===== config.mk =====
export PLATFORM = sky130hd
export DESIGN_NAME = dice_game_ctrl
export DESIGN_NICKNAME = d
export VERILOG_FILES = /design/src/rtl/dice_pkg.sv /design/src/rtl/dice_btn_filter.sv /design/src/rtl/dice_rng.sv /design/src/rtl/dice_sequencer.sv /design/src/rtl/dice_display_mux.sv /design/src/rtl/dice_game_ctrl.sv
export SDC_FILE = /design/constraint.sdc
export NUM_CORES = 1
export LEC_CHECK = 0
export BUFFER_PORTS_ARGS = -buffer_cell sky130_fd_sc_hd__buf_2
export CAP_MARGIN = 10
export CORE_AREA = 2 2 155 157
export DETAILED_ROUTE_END_ITERATION = 8
export DIE_AREA = 0 0 157 159
export PLACE_DENSITY = 0.42
export SETUP_SLACK_MARGIN = 0.05
export SYNTH_ARGS = -nofsm -noshare
export SYNTH_HDL_FRONTEND = slang
export SYNTH_SLANG_ARGS = --single-unit
export TNS_END_PERCENT = 5

===== constraint.sdc =====
create_clock -name clk -period 2.5 [get_ports clk]
set_clock_uncertainty 0.2 [all_clocks]
set_input_delay 0.125 -clock clk [delete_from_list [all_inputs] [get_ports clk]]
set_output_delay 0.125 -clock clk [all_outputs]
set_load 0.1 [all_outputs]

===== src/rtl/dice_pkg.sv =====
// dice_pkg: shared types, pip bit positions and face helpers for the dice
// controller. Assumes a face fits in three bits; value 0 means a dark die.
package dice_pkg;

    localparam int FACE_W = 3;
    localparam int PIP_N  = 7;

    typedef logic [FACE_W-1:0] face_t;
    typedef logic [PIP_N-1:0]  pips_t;

    // Sequencer phases
    typedef enum logic [2:0] {
        SEQ_SELF_ONE,
        SEQ_SELF_TWO,
        SEQ_DARK,
        SEQ_ROLL,
        SEQ_REVEAL,
        SEQ_HOLD
    } seq_state_t;

    // LED positions on the pattern lines
    localparam int PIP_TL = 0;
    localparam int PIP_TR = 1;
    localparam int PIP_ML = 2;
    localparam int PIP_C  = 3;
    localparam int PIP_MR = 4;
    localparam int PIP_BL = 5;
    localparam int PIP_BR = 6;

    localparam face_t FACE_MAX = face_t'(6);
    localparam face_t FACE_ONE = face_t'(1);

    // Build the LED pattern of a face from its pip groups
    function automatic pips_t face_to_pips(face_t f);
        pips_t p;
        logic  ok;
        ok        = (f != face_t'(0)) && (f <= FACE_MAX);
        p         = '0;
        p[PIP_C]  = ok && f[0];
        p[PIP_TL] = ok && (f >= face_t'(2));
        p[PIP_BR] = ok && (f >= face_t'(2));
        p[PIP_TR] = ok && (f >= face_t'(4));
        p[PIP_BL] = ok && (f >= face_t'(4));
        p[PIP_ML] = ok && (f == FACE_MAX);
        p[PIP_MR] = ok && (f == FACE_MAX);
        return p;
    endfunction

    // Step a face 1..6 with wrap; any other value restarts at 1
    function automatic face_t next_face(face_t f);
        if (f == face_t'(0) || f >= FACE_MAX)
            return FACE_ONE;
        return f + FACE_ONE;
    endfunction

endpackage


===== src/rtl/dice_btn_filter.sv =====
// dice_btn_filter: synchronises the raw button and accepts a new level only
// after it has been stable for DEBOUNCE_CYCLES cycles. Emits a one-cycle
// press pulse on each accepted rising edge. Assumes DEBOUNCE_CYCLES >= 2.
module dice_btn_filter #(
    parameter int SYNC_STAGES     = 2,
    parameter int DEBOUNCE_CYCLES = 250000
) (
    input  logic clk,
    input  logic rst_n,
    input  logic btn_raw,
    output logic press_evt
);
    localparam int CNT_W = $clog2(DEBOUNCE_CYCLES + 1);
    localparam logic [CNT_W-1:0] CNT_LAST = CNT_W'(DEBOUNCE_CYCLES - 1);

    logic [SYNC_STAGES-1:0] sync_q;
    logic                   level;
    logic                   deb_q;
    logic [CNT_W-1:0]       cnt_q;

    genvar g;
    for (g = 0; g < SYNC_STAGES; g++) begin : g_sync
        if (g == 0) begin : g_first
            // First synchroniser flop takes the asynchronous input
            always_ff @(posedge clk) begin
                if (!rst_n) sync_q[g] <= 1'b0;
                else        sync_q[g] <= btn_raw;
            end
        end else begin : g_next
            // Later flops extend the chain
            always_ff @(posedge clk) begin
                if (!rst_n) sync_q[g] <= 1'b0;
                else        sync_q[g] <= sync_q[g-1];
            end
        end
    end

    assign level = sync_q[SYNC_STAGES-1];

    // Count cycles of disagreement and accept the level after a full window
    always_ff @(posedge clk) begin
        if (!rst_n) begin
            deb_q     <= 1'b0;
            cnt_q     <= '0;
            press_evt <= 1'b0;
        end else begin
            press_evt <= 1'b0;
            if (level == deb_q) begin
                cnt_q <= '0;
            end else if (cnt_q == CNT_LAST) begin
                deb_q     <= level;
                cnt_q     <= '0;
                press_evt <= level;
            end else begin
                cnt_q <= cnt_q + 1'b1;
            end
        end
    end

endmodule


===== src/rtl/dice_rng.sv =====
// dice_rng: free-running Galois LFSR with one draw slot per die. A start
// pulse makes each slot take its 3-bit field of the LFSR. Draws of 6 or 7
// are rejected and retried on the next cycle. Assumes LFSR_W >= 6.
module dice_rng
    import dice_pkg::*;
#(
    parameter int               LFSR_W = 16,
    parameter logic [LFSR_W-1:0] TAPS  = 16'hB400,
    parameter logic [LFSR_W-1:0] SEED  = 16'hACE1
) (
    input  logic  clk,
    input  logic  rst_n,
    input  logic  draw_start,
    output face_t res_one,
    output face_t res_two,
    output logic  ready
);
    localparam int SLOTS = 2;

    logic [LFSR_W-1:0] lfsr_q;
    face_t             res_q  [SLOTS];
    logic              pend_q [SLOTS];

    // Advance the LFSR every cycle, independent of the game
    always_ff @(posedge clk) begin
        if (!rst_n) lfsr_q <= SEED;
        else        lfsr_q <= (lfsr_q >> 1) ^ (lfsr_q[0] ? TAPS : '0);
    end

    genvar g;
    for (g = 0; g < SLOTS; g++) begin : g_slot
        face_t cand;
        assign cand = lfsr_q[g*FACE_W +: FACE_W];

        // Accept an in-range draw, otherwise keep retrying
        always_ff @(posedge clk) begin
            if (!rst_n) begin
                res_q[g]  <= '0;
                pend_q[g] <= 1'b0;
            end else if (draw_start || pend_q[g]) begin
                if (cand < FACE_MAX) begin
                    res_q[g]  <= cand + FACE_ONE;
                    pend_q[g] <= 1'b0;
                end else begin
                    pend_q[g] <= 1'b1;
                end
            end
        end
    end

    assign res_one = res_q[0];
    assign res_two = res_q[1];
    assign ready   = !pend_q[0] && !pend_q[1];

endmodule


===== src/rtl/dice_sequencer.sv =====
// dice_sequencer: game state machine. Runs the power-up self-display,
// accepts presses only when idle or holding, animates the roll, and
// reveals die one before die two. Assumes all cycle counts >= 1.
module dice_sequencer
    import dice_pkg::*;
#(
    parameter int SHOW_CYCLES   = 62500000,
    parameter int ROLL_CYCLES   = 125000000,
    parameter int STEP_CYCLES   = 6250000,
    parameter int REVEAL_CYCLES = 62500000
) (
    input  logic  clk,
    input  logic  rst_n,
    input  logic  press_evt,
    input  logic  rng_ready,
    input  face_t res_one,
    input  face_t res_two,
    output face_t face_one,
    output face_t face_two,
    output logic  roll_start,
    output logic  res_valid
);
    localparam int TMAX_A = (SHOW_CYCLES > ROLL_CYCLES) ? SHOW_CYCLES : ROLL_CYCLES;
    localparam int TMAX   = (TMAX_A > REVEAL_CYCLES) ? TMAX_A : REVEAL_CYCLES;
    localparam int TW     = $clog2(TMAX + 1);
    localparam int SW     = $clog2(STEP_CYCLES + 1);
    localparam logic [TW-1:0] SHOW_LAST   = TW'(SHOW_CYCLES - 1);
    localparam logic [TW-1:0] ROLL_LAST   = TW'(ROLL_CYCLES - 1);
    localparam logic [TW-1:0] REVEAL_LAST = TW'(REVEAL_CYCLES - 1);
    localparam logic [SW-1:0] STEP_LAST   = SW'(STEP_CYCLES - 1);
    localparam face_t ANIM_TWO_START = face_t'(4);

    seq_state_t      state_q;
    logic [TW-1:0]   timer_q;
    face_t           self_q;
    logic [SW-1:0]   step_q;
    face_t           anim_one_q;
    face_t           anim_two_q;

    assign roll_start = press_evt && ((state_q == SEQ_DARK) || (state_q == SEQ_HOLD));
    assign res_valid  = (state_q == SEQ_HOLD);

    // Phase transitions and the phase timer
    always_ff @(posedge clk) begin
        if (!rst_n) begin
            state_q <= SEQ_SELF_ONE;
            timer_q <= '0;
            self_q  <= FACE_ONE;
        end else begin
            case (state_q)
                SEQ_SELF_ONE, SEQ_SELF_TWO: begin
                    if (timer_q == SHOW_LAST) begin
                        timer_q <= '0;
                        if (self_q == FACE_MAX) begin
                            self_q  <= FACE_ONE;
                            state_q <= (state_q == SEQ_SELF_ONE) ? SEQ_SELF_TWO : SEQ_DARK;
                        end else begin
                            self_q <= next_face(self_q);
                        end
                    end else begin
                        timer_q <= timer_q + 1'b1;
                    end
                end
                SEQ_DARK, SEQ_HOLD: begin
                    if (roll_start) begin
                        state_q <= SEQ_ROLL;
                        timer_q <= '0;
                    end
                end
                SEQ_ROLL: begin
                    if (timer_q >= ROLL_LAST) begin
                        if (rng_ready) begin
                            state_q <= SEQ_REVEAL;
                            timer_q <= '0;
                        end
                    end else begin
                        timer_q <= timer_q + 1'b1;
                    end
                end
                SEQ_REVEAL: begin
                    if (timer_q == REVEAL_LAST) begin
                        state_q <= SEQ_HOLD;
                        timer_q <= '0;
                    end else begin
                        timer_q <= timer_q + 1'b1;
                    end
                end
                default: begin
                    state_q <= SEQ_DARK;
                    timer_q <= '0;
                end
            endcase
        end
    end

    // Roll animation faces, stepped while any die is still rolling
    always_ff @(posedge clk) begin
        if (!rst_n) begin
            step_q     <= '0;
            anim_one_q <= FACE_ONE;
            anim_two_q <= ANIM_TWO_START;
        end else if (roll_start) begin
            step_q     <= '0;
            anim_one_q <= FACE_ONE;
            anim_two_q <= ANIM_TWO_START;
        end else if ((state_q == SEQ_ROLL) || (state_q == SEQ_REVEAL)) begin
            if (step_q == STEP_LAST) begin
                step_q     <= '0;
                anim_one_q <= next_face(anim_one_q);
                anim_two_q <= next_face(anim_two_q);
            end else begin
                step_q <= step_q + 1'b1;
            end
        end
    end

    // Face shown on each die in the current phase
    always_comb begin
        face_one = '0;
        face_two = '0;
        case (state_q)
            SEQ_SELF_ONE: face_one = self_q;
            SEQ_SELF_TWO: face_two = self_q;
            SEQ_ROLL: begin
                face_one = anim_one_q;
                face_two = anim_two_q;
            end
            SEQ_REVEAL: begin
                face_one = res_one;
                face_two = anim_two_q;
            end
            SEQ_HOLD: begin
                face_one = res_one;
                face_two = res_two;
            end
            default: ;
        endcase
    end

endmodule


===== src/rtl/dice_display_mux.sv =====
// dice_display_mux: time-shares the seven pattern lines between the two
// dice. Each slot starts with a blank gap with both selects low. Outputs
// are registered. Assumes 1 <= BLANK_CYCLES < SLOT_CYCLES.
module dice_display_mux
    import dice_pkg::*;
#(
    parameter int SLOT_CYCLES  = 62500,
    parameter int BLANK_CYCLES = 1250
) (
    input  logic       clk,
    input  logic       rst_n,
    input  face_t      face_one,
    input  face_t      face_two,
    output logic [1:0] die_sel,
    output pips_t      pips
);
    localparam int PW = $clog2(SLOT_CYCLES);
    localparam logic [PW-1:0] SLOT_LAST = PW'(SLOT_CYCLES - 1);
    localparam logic [PW-1:0] BLANK_END = PW'(BLANK_CYCLES);

    logic [PW-1:0] phase_q;
    logic          which_q;

    // Slot phase counter; the die alternates at the end of each slot
    always_ff @(posedge clk) begin
        if (!rst_n) begin
            phase_q <= '0;
            which_q <= 1'b0;
        end else if (phase_q == SLOT_LAST) begin
            phase_q <= '0;
            which_q <= ~which_q;
        end else begin
            phase_q <= phase_q + 1'b1;
        end
    end

    // Registered select and pattern, dark during the blank gap
    always_ff @(posedge clk) begin
        if (!rst_n) begin
            die_sel <= 2'b00;
            pips    <= '0;
        end else if (phase_q < BLANK_END) begin
            die_sel <= 2'b00;
            pips    <= '0;
        end else begin
            die_sel <= which_q ? 2'b10 : 2'b01;
            pips    <= face_to_pips(which_q ? face_two : face_one);
        end
    end

endmodule


===== src/rtl/dice_game_ctrl.sv =====
// dice_game_ctrl: top of the two-dice LED game. Chains the button filter,
// the random source, the game sequencer and the display multiplexer.
// Assumes a single clock and a synchronous active-low reset.
module dice_game_ctrl
    import dice_pkg::*;
#(
    parameter int DEBOUNCE_CYCLES = 250000,
    parameter int SHOW_CYCLES     = 62500000,
    parameter int ROLL_CYCLES     = 125000000,
    parameter int STEP_CYCLES     = 6250000,
    parameter int REVEAL_CYCLES   = 62500000,
    parameter int SLOT_CYCLES     = 62500,
    parameter int BLANK_CYCLES    = 1250
) (
    input  logic       clk,
    input  logic       rst_n,
    input  logic       btn_raw,
    output logic [6:0] pip_lines,
    output logic [1:0] die_sel
);
    logic  press_evt;
    logic  roll_start;
    logic  rng_ready;
    logic  res_valid;
    face_t res_one;
    face_t res_two;
    face_t face_one;
    face_t face_two;

    dice_btn_filter #(
        .SYNC_STAGES    (2),
        .DEBOUNCE_CYCLES(DEBOUNCE_CYCLES)
    ) u_btn (
        .clk      (clk),
        .rst_n    (rst_n),
        .btn_raw  (btn_raw),
        .press_evt(press_evt)
    );

    dice_rng u_rng (
        .clk       (clk),
        .rst_n     (rst_n),
        .draw_start(roll_start),
        .res_one   (res_one),
        .res_two   (res_two),
        .ready     (rng_ready)
    );

    dice_sequencer #(
        .SHOW_CYCLES  (SHOW_CYCLES),
        .ROLL_CYCLES  (ROLL_CYCLES),
        .STEP_CYCLES  (STEP_CYCLES),
        .REVEAL_CYCLES(REVEAL_CYCLES)
    ) u_seq (
        .clk       (clk),
        .rst_n     (rst_n),
        .press_evt (press_evt),
        .rng_ready (rng_ready),
        .res_one   (res_one),
        .res_two   (res_two),
        .face_one  (face_one),
        .face_two  (face_two),
        .roll_start(roll_start),
        .res_valid (res_valid)
    );

    dice_display_mux #(
        .SLOT_CYCLES (SLOT_CYCLES),
        .BLANK_CYCLES(BLANK_CYCLES)
    ) u_mux (
        .clk     (clk),
        .rst_n   (rst_n),
        .face_one(face_one),
        .face_two(face_two),
        .die_sel (die_sel),
        .pips    (pip_lines)
    );

endmodule


==> run metrics, run 1 <==
detailed-route DRC error count 0; final critical-path required period 2.43 ns; Slew Limit Fails 0; CP Capture Point u_seq.timer_q[7]$_SDFFE_PN0P_; Buffers on Ports 11; CTS tree yes; Post-synth EDFFs 7; Max VDD drop 0.455 mV; DRT iter0 DRCs 232; RR Endpoint u_seq.timer_q[7]$_SDFFE_PN0P_; Worst Setup Start Kind register; post-DR wirelength/cell ~13 um; Initial Util 0.279; Die Area between 20000 and 25000 sq um; asr flop ratio synth 0; Post-DP HPWL 11.0 mm; die height 159 um; Setup WS pre-CTS -0.0756 ns; drt pass-1 iters 4; most common cell in the netlist dfxtp_1; Critical Path RT around 2.6 ns; clk_lat worst skew around 0.42 ns; initial antenna violation count 0; post-synth net total 748; num rows 56; Clock Path Buffers 2; CP Capture Type register; core box area approximately 23000 sq um; # diodes 0; period utilization 0.970; flop2flop setup slack 0.07 ns; fillcell total between 2k and 2.5k; final hold violation count 0; Cells after Synth 732; largest net degree at the start of global routing 45; library cells used by synthesis 73; post-synth top area share 0.384; Avg Inst Size Synth 8.83 sq um; relative slew slack 0.660; Critical R2R Launch u_seq.timer_q[13]$_SDFFE_PN0P_; top cells by area, synth dfxtp_1 (38%), nor2_1 (5.9%), xor2_1 (5.0%); total track usage 0.129; Layout area overhead 25.6%; max-cap violation count 0; actual slew at the worst max-slew pin 0.510 ns; Routed WL ~15 mm; Hold/Removal Path Class reg -> reg; final worst slack 0.0739 ns; Clock Pin Slew Worst Setup and Hold Paths 0.07 ns; sequential share of the synthesized area 0.417; IO Count 12; vias in the first global route 5404; root buffer cell clkbuf_16; Sinks on Clock Net 131; CP Max Fanout 6; Congestion Overflow GR 0; Total Power approximately 0.0048 W; Top FF cell, synth dfxtp_1; Final nets 827; Yosys Warn Count 0; via count 5395; data arrival time of the worst path 2.56 ns; gp weighted congestion 0.848; first-pass GRT wire length 26.2 mm; post-layout util 0.350; Synth area leader dfxtp_1; synthesis-stage register bit count ~130; final antenna-violating net count 0; status finished clean; vias per cell 4.72; Setup crit start u_seq.timer_q[13]$_SDFFE_PN0P_; commonest cells in the netlist dfxtp_1 (124), nor2_1 (102), nand2_1 (61), nand3_1 (47), xor2_1 (37); share of cells above drive strength 1 0.215; RSZ-0062 raised after global routing yes; final setup fails 0; PwrDens around 600 nW/um^2; FMAX 0.412 GHz; critical path type reg -> reg; TritonCTS buffer count 17; die span in x 157 um; H-Tree Depth 4; Leak between 3 and 4 nW; Syn Std Cell Area 6460 sq um; R2R cell count 9
## critical path, cell delays in order, from the launching register on
cell       delay (ns)
dfxtp_1          0.34
buf_4            0.17
a2111oi_4        0.30
o31ai_2          0.14
a311oi_2         0.25
buf_4            0.18
nor3_4           0.06
buf_4            0.15
or4_1            0.47
o221ai_1         0.08
## metal layers
layer,track usage,vias to the layer above,wire length [um]
li1,-,2758,-
met1,0.160,2571,7220
met2,0.218,50,7520
met3,0.0245,16,275
met4,0.0521,0,216
met5,0,-,0
## sequential cells by signal, indices dropped and copies added (netlist names)
register and flops:
u_mux.phase_q 16, u_seq.anim_two_q 3, u_seq.self_q 3, u_seq.timer_q 27, u_rng.res_q 6, u_rng.lfsr_q 16, u_btn.deb_q 1, u_seq.anim_one_q 3
u_btn.level 1, u_mux.which_q 1, u_rng.pend_q 2, u_btn.sync_q 1, u_mux.die_sel 2, u_mux.pips 4, u_btn.press_evt 1, u_seq.state_q 3
u_seq.step_q 23, u_btn.cnt_q 18
## placed cells by master, fill, tap and decap left out, types with 8 or more instances in the layout
cell,n
dfxtp_1,116
nor2_1,101
buf_4,74
nand2_1,61
nand3_1,46
xor2_1,37
xnor2_1,26
a21oi_1,25
inv_1,20
and3_1,19
nand4_1,18
nor3_1,17
clkbuf_16,17
and2_1,14
o21ai_0,13
nand2b_1,13
ha_1,12
buf_2,11
a211oi_1,8
dfxtp_2,8
## kinds of logic (layout without fill, tap and decap cells)
family                     count (synthesis)  count (layout)  synth area share
AOI/OAI and AO/OA                        104             104             0.130
buffers and inverters                     52             144            0.0366
muxes                                      7               7            0.0108
DFF                                      131             131             0.417
and+or+nand+nor                          362             362             0.295
adders and majority gates                 13              13            0.0252
xor gates and xnor gates                  63              63            0.0854
## through the flow
step,setup TNS (ns),instances,hold WS [ns],cell area (sq um)
after floorplan,0,732,0.0523,6460
after global placement,0,1103,0.141,7330
after detailed placement,-0.179,1103,0.143,7330
after CTS,0,1143,0.211,8050
after global routing,-0.0894,1143,0.239,8110
final,0,1143,0.209,8110
## worst min-delay path by stage
stage | from | endpoint | slack, ns | depth (start not counted)
after floorplan | btn_raw | u_btn.sync_q[0]$_SDFF_PN0_ | 0.05 | 1
after global placement | btn_raw | u_btn.sync_q[0]$_SDFF_PN0_ | 0.14 | 2
after detailed placement | btn_raw | u_btn.sync_q[0]$_SDFF_PN0_ | 0.14 | 2
after CTS | u_rng.lfsr_q[6]$_SDFF_PN1_ | u_rng.lfsr_q[5]$_SDFF_PN1_ | 0.21 | 1
after global routing | u_btn.sync_q[0]$_SDFF_PN0_ | u_btn.level$_SDFF_PN0_ | 0.24 | 1
final | u_rng.lfsr_q[6]$_SDFF_PN1_ | u_rng.lfsr_q[5]$_SDFF_PN1_ | 0.21 | 1
## power by group
group	switching [W]	total, W	internal, W	leakage (nW)
clock network	0.00115	0.00251	0.00136	0.293
logic	0.0000689	0.000119	0.0000504	1.71
registers	0.0000206	0.00216	0.00214	1.08
## cell type report
class	count	area (sq um)	share of cell area
Tap cell	319	399	0.0492
Multi-Input combinational cell	549	3630	0.447
Timing Repair Buffer	92	704	0.0868
Inverter	20	75.1	0.00925
Sequential cell	131	2700	0.333
Clock inverter	15	178	0.0219
Clock buffer	17	425	0.0524
## timing repair
| action | CTS | global route |
|---|---|---|
| resized for setup | 12 | 20 |
| hold endpoints to repair | 2 | 0 |
| buffers inserted | 6 | 0 |
| endpoints found under the setup margin | 12 | 50 |
| pin swaps | 8 | 8 |
| hold buffers | 2 | 0 |
Note: power is estimated with default switching activity, not from simulation.
==> inputs of run 2 (changes only) <==
ABC_AREA = 1   (was unset)
CAP_MARGIN = unset   (was 10)
CORE_AREA = 2 2 170 172   (was 2 2 155 157)
DIE_AREA = 0 0 172 174   (was 0 0 157 159)
SLEW_MARGIN = 20   (was unset)
==> run 2 against run 1 <==
Net effect:
- combinational power down 6%
- area after synthesis up 20%
- clock-buffer cell count unchanged
- non-clock buffer count down 48
- critical path type unchanged
- fmax up 9.4%
- routed wire length up 39%
- via count up 41%
- sequential share of layout area down 3.3 points
- register-to-register slack better by 0.21 ns
- worst setup slack better by 0.21 ns
- die area up 20%
==> run metrics, run 2 <==
status finished clean; die span in x 172 um (+9.6%); root buffer cell clkbuf_16; Post-CTS Setup Inserts 0 (-6); clk_lat worst skew 0.42 ns (about the same); drt pass-1 iters 5 (+1); relative slew slack 0.684 (+0.0243); gp weighted congestion 0.858 (+1.2%); CP Capture Type register; Congestion Overflow GR 0 (unchanged); commonest cells in the netlist nand2_1 (328), nor2_1 (214), inv_1 (165), dfxtp_1 (124), nand3_1 (111); worst path bufs/invs 0 (-3); library cells used by synthesis 40 (-45%); total track usage 0.149 (+0.0201); Clock Path Buffers 2 (unchanged); Reg power frac 0.454 (+0.003); via count 7615 (+41%); first-pass GRT wire length 36.2 mm (+38%); cell mode on critical path nand2_1; actual slew at the worst max-slew pin 0.472 ns (-0.0381 ns); detailed-route DRC error count 0 (unchanged); vias per cell 4.56 (-3.3%); TritonCTS buffer count 17 (unchanged); share of cells above drive strength 1 0.0911 (-0.124); Syn Std Cell Area 7770 sq um (+20%); final hold violation count 0 (unchanged); PwrDens 530 nW/um^2 (-10%); Worst Setup Start Kind register; Top FF cell, synth dfxtp_1; vias in the first global route 7370 (+36%); H-Tree Depth 4 (unchanged); flop2flop setup slack 0.28 ns (+0.21 ns); Total Power 0.00475 W (-0.74%); initial antenna violation count 0 (unchanged); most common cell in the netlist nand2_1; final antenna-violating net count 0 (unchanged); CP Max Fanout 5 (-1); Comb power frac 0.024 (about the same); clock share of power 0.523 (about the same); data arrival time of the worst path 2.38 ns (-0.18 ns); asr flop ratio synth 0 (unchanged); commonest non-fill, non-tap cell in the layout nand2_1; RSZ-0062 raised after global routing no; period utilization 0.887 (-0.0831); Sinks on Clock Net 131 (unchanged); Synth area leader dfxtp_1; Worst path slowest cell dfxtp_1; Critical Path RT 2.66 ns (+0.02 ns); Hold/Removal Path Class reg -> reg; final critical-path required period 2.22 ns (-0.208 ns); Top reg by flops u_seq.timer_q; Final nets 1288 (+56%); CTS tree yes; Leak 3.76 nW (+22%); DRT iter0 DRCs 340 (+47%); CP cell instances nand2_1 -> nor3_1 -> nand4_1 -> o21ai_0 -> nand3_1 -> nand2_1 -> nand2_1 -> nor2_1; Avg Inst Size Synth 6.26 sq um (-29%); IO Count 12 (unchanged); Layout area overhead 15.5%; max-cap violation count 0 (unchanged); Clock Pin Slew Worst Setup and Hold Paths 0.07 ns (about the same); core box area 28200 sq um (+22%); top flop regs u_seq.timer_q x27, u_seq.step_q x23, u_btn.cnt_q x18; Initial Util 0.275 (-0.00348); die height 174 um (+9.4%); max FFs per register 27 (unchanged); Max VDD drop 0.339 mV (-26%); Buffers on Ports 11 (unchanged); final setup fails 0 (unchanged); largest net degree at the start of global routing 30 (-33%); synthesis-stage register bit count 131 (unchanged); CP max stage delay 0.43 ns (-0.04 ns); Post-DP HPWL 15.8 mm (+43%); critical path type reg -> reg; post-DR wirelength/cell 12.7 um (-5.0%); Cells after Synth 1242 (+70%); sequential share of the synthesized area 0.347 (-0.0701); fillcell total 3194 (+32%); Die Area 29900 sq um (+20%); setup TNS 0 ns (unchanged); Yosys Warn Count 0 (unchanged); FMAX 0.451 GHz (+9.4%); P_sw 0.00124 W (-0.12%); top cells by area, synth dfxtp_1 (32%), nand2_1 (16%), nor2_1 (10%); post-synth net total 1258 (+68%); Int Pwr 0.00351 W (-0.96%); Post-synth EDFFs 7 (unchanged); Net Sw Frac 0.261 (+0.00164); Top Family by Delay on Critical Path simple AND/OR/NAND/NOR gates; # diodes 0 (unchanged); post-synth top area share 0.319 (-0.0646); post-layout util 0.318 (-0.0321); most frequent cells in the layout nand2_1 (328), nor2_1 (213), inv_1 (165), dfxtp_1 (124), nand3_1 (111); num rows 62 (+11%); Routed WL 21.1 mm (+39%); Slew Limit Fails 0 (unchanged)
[run 2: final timing paths]
kind,start,end,depth (start not counted)
setup / recovery,u_seq.timer_q[11]$_SDFFE_PN0P_,u_seq.state_q[1]$_SDFFE_PN0P_,8
hold / removal,u_rng.lfsr_q[7]$_SDFF_PN1_,u_rng.lfsr_q[6]$_SDFF_PN1_,1
setup reg to reg,u_seq.timer_q[11]$_SDFFE_PN0P_,u_seq.state_q[1]$_SDFFE_PN0P_,8
hold reg to reg,u_rng.lfsr_q[7]$_SDFF_PN1_,u_rng.lfsr_q[6]$_SDFF_PN1_,1
[run 2: power groups by stage]
stage	Clock [W]	Combinational (W)	Sequential (W)
2_1_floorplan	0	0.0000799	0.00220
3_3_place_gp	0	0.000111	0.00220
3_5_place_dp	0	0.000112	0.00220
4_1_cts	0.00258	0.000115	0.00216
5_1_grt	0.00266	0.000131	0.00216
6_report	0.00248	0.000112	0.00216
[run 2: metal layers]
| metal | vias to the layer above | global-route usage | routed length (um) |
|---|---|---|---|
| li1 | 4014 | - | - |
| met2 | 113 | 0.250 | 9740 |
| met3 | 25 | 0.0225 | 638 |
| met5 | - | 0 | 0 |
| met1 | 3463 | 0.196 | 10400 |
| met4 | 0 | 0.0462 | 348 |
[run 2: cells by family after synthesis]
kind of cell | after synthesis | share of synthesized area
AO/OA/AOI/OAI | 84 | 0.0605
AND/OR/NAND/NOR | 785 | 0.438
buffers and inverters | 204 | 0.105
flip-flops | 131 | 0.347
XOR/XNOR | 25 | 0.0282
adder cells (fa/ha/maj) | 13 | 0.0209
[run 2: layout make-up]
cell class / instances / area, sq um / area share
clock inverters: 15 / 155 / 0.0173
well taps: 384 / 480 / 0.0535
clock buffers: 17 / 425 / 0.0474
repair buffers: 44 / 308 / 0.0343
inverters: 171 / 642 / 0.0715
flip-flops and latches: 131 / 2690 / 0.300
multi-input cells: 907 / 4270 / 0.476
[run 2: timing repair]
item | CTS | global route
gates cloned | 0 | 0
hold endpoints to repair | 15 | 0
hold buffers | 2 | 0
resized for setup | 1 | 1
setup endpoints to repair | 12 | 1
[run 2: through the flow]
stage	area (sq um)	cells	setup WS (ns)	hold slack (ns)
after floorplan	7770	1242	0.469	0.0226
after global placement	8370	1635	0.0337	0.114
after detailed placement	8370	1635	0.0117	0.112
after CTS	8970	1669	0.259	0.205
after global routing	8970	1669	0.0709	0.223
final	8970	1669	0.282	0.206
==> inputs of run 3 (changes only) <==
BUFFER_PORTS_ARGS = -buffer_cell sky130_fd_sc_hd__buf_4   (was -buffer_cell sky130_fd_sc_hd__buf_2)
==> run 3 against run 2 <==
Net effect:
- sequential power is essentially flat
- via count is essentially flat
- critical path type unchanged
- critical endpoint is now u_seq.timer_q[3]$_SDFFE_PN0P_
- clock power grew 6%
==> run metrics, run 3 (synthesis results as in run 2) <==
status finished clean; Max VDD drop 0.385 mV (+14%); clk_lat worst skew 0.42 ns (about the same); period utilization 0.878 (-0.00920); Post-CTS Setup Inserts 0 (unchanged); fillcell total 3182 (-0.38%); Die Area 29900 sq um (unchanged); Setup WS pre-CTS -0.0335 ns (-0.0451 ns); root buffer cell clkbuf_16; Hold/Removal Path Class reg -> reg; Top Family by Delay on Critical Path simple AND/OR/NAND/NOR gates; Final Instance Count excl. Fillers 1672 (+0.18%); gp weighted congestion 0.839 (-2.3%); Post-DP HPWL 15.8 mm (-0.24%); vias in the first global route 7291 (-1.1%); Final nets 1291 (+0.23%); data arrival time of the worst path 2.30 ns (-0.08 ns); critical path type reg -> reg; Buffers on Ports 11 (unchanged); IO Count 12 (unchanged); final critical-path required period 2.20 ns (-0.0230 ns); Congestion Overflow GR 0 (unchanged); post-DR wirelength/cell 12.7 um (+0.60%); final antenna-violating net count 0 (unchanged); initial antenna violation count 0 (unchanged); FMAX 0.456 GHz (+1.0%); max-cap violation count 0 (unchanged); core box area 28200 sq um (unchanged); CP cell instances ha_1 -> nand2_2 -> nor2_4 -> nand4_1 -> nor2_1 -> nand2_2 -> buf_4 -> nand3_1 -> nand2_1 -> nor2_1 -> nor2_1; Layout area overhead 16.5%; TritonCTS buffer count 17 (unchanged); Clock Pin Slew Worst Setup and Hold Paths 0.06 ns (about the same); DRT iter0 DRCs 369 (+8.5%); Slew Limit Fails 0 (unchanged); final hold violation count 0 (unchanged); Initial Util 0.275 (unchanged); final setup fails 0 (unchanged); Critical Path RT 2.60 ns (-0.06 ns); via count 7611 (-0.053%); H-Tree Depth 4 (unchanged); CTS tree yes; most frequent cells in the layout nand2_1 (328), nor2_1 (213), inv_1 (165), dfxtp_1 (124), nand3_1 (111); Clock Path Buffers 2 (unchanged); CP max stage delay 0.45 ns (+0.02 ns); share of cells above drive strength 1 0.0932 (+0.00212); largest net degree at the start of global routing 29 (-3.3%); die height 174 um (unchanged); Top reg by flops u_seq.timer_q; Worst path slowest cell dfxtp_1; Routed WL 21.3 mm (+0.79%); Leak 3.80 nW (+1.1%); actual slew at the worst max-slew pin 0.485 ns (+0.0132 ns); top flop regs u_seq.timer_q x27, u_seq.step_q x23, u_btn.cnt_q x18; drt pass-1 iters 5 (unchanged); vias per cell 4.55 (-0.23%); PwrDens 541 nW/um^2 (+2.2%); worst path bufs/invs 1 (+1); first-pass GRT wire length 36.0 mm (-0.74%); cell mode on critical path nor2_1; max FFs per register 27 (unchanged); CP Capture Type register; num rows 62 (unchanged); detailed-route DRC error count 0 (unchanged); Sinks on Clock Net 131 (unchanged); die span in x 172 um (unchanged); Worst Setup Start Kind register; final worst slack 0.305 ns (+0.0230 ns); # diodes 0 (unchanged); CP Max Fanout 10 (+5); Placed Cells 1638 (+0.18%); relative slew slack 0.676 (-0.00883); RSZ-0062 raised after global routing no; commonest non-fill, non-tap cell in the layout nand2_1; total track usage 0.149 (-0.000546); Min Hold Slack 0.213 ns (+0.00738 ns)
## run 3: cell types whose count changed in the layout (fill, tap and decap cells not counted)
cell,delta
buf_4,+14
buf_2,-11
inv_8,-3
bufinv_16,+2
clkinv_2,+2
clkinv_4,+2
clkinv_8,-2
clkinvlp_4,-2
clkbuf_16,+1
## run 3: what timing repair did
action                                 4_1_cts  5_1_grt
hold buffers                                 2        0
gates cloned                                 0        0
resized for setup                            1        1
setup endpoints to repair                   12       12
endpoints found under the hold margin       19        0
## run 3: report_power, final
part | internal, W | leakage [nW] | switching, W
combinational | 0.0000427 | 2.42 | 0.0000721
clock | 0.00156 | 0.301 | 0.00107
sequential | 0.00214 | 1.08 | 0.0000197
total | 0.00374 | 3.80 | 0.00116
## run 3: final timing paths
check,end,from,slack [ns],cells after the start
hold / removal,u_rng.lfsr_q[6]$_SDFF_PN1_,u_rng.lfsr_q[7]$_SDFF_PN1_,0.21,1
setup reg to reg,u_seq.timer_q[3]$_SDFFE_PN0P_,u_seq.timer_q[0]$_SDFFE_PN0P_,0.30,11
setup / recovery,u_seq.timer_q[3]$_SDFFE_PN0P_,u_seq.timer_q[0]$_SDFFE_PN0P_,0.30,11
hold reg to reg,u_rng.lfsr_q[6]$_SDFF_PN1_,u_rng.lfsr_q[7]$_SDFF_PN1_,0.21,1
## run 3: per-stage QoR
step / utilization / area [sq um] / total power [W] / setup TNS (ns)
floorplan: - / 7770 / 0.00228 / 0
global placement: 0.298 / 8420 / 0.00232 / 0
detailed placement: 0.298 / 8420 / 0.00232 / -0.119
CTS: 0.320 / 9050 / 0.00499 / 0
global route: 0.321 / 9050 / 0.00508 / 0
finish: 0.321 / 9050 / 0.00490 / 0
## run 3: worst reg2reg max path: stages (launching register included)
cell and delay (ns):
dfxtp_1 0.45, ha_1 0.23, nand2_2 0.09, nor2_4 0.21, nand4_1 0.11, nor2_1 0.23
nand2_2 0.09, buf_4 0.19, nand3_1 0.09, nand2_1 0.06, nor2_1 0.11, nor2_1 0.04
## run 3: area by class of cell
type	count	area (sq um)	share of cell area
Timing Repair Buffer	47	358	0.0395
Multi-Input combinational cell	907	4270	0.472
Tap cell	384	480	0.0531
Inverter	171	642	0.0709
Clock buffer	18	450	0.0497
Sequential cell	131	2690	0.297
Clock inverter	14	161	0.0178
## run 3: per-layer routing
layer,track usage,vias to the layer above,wire length (um)
li1,-,4017,-
met1,0.196,3471,10600
met2,0.249,97,9920
met3,0.0214,26,492
met4,0.0466,0,314
met5,0,-,0
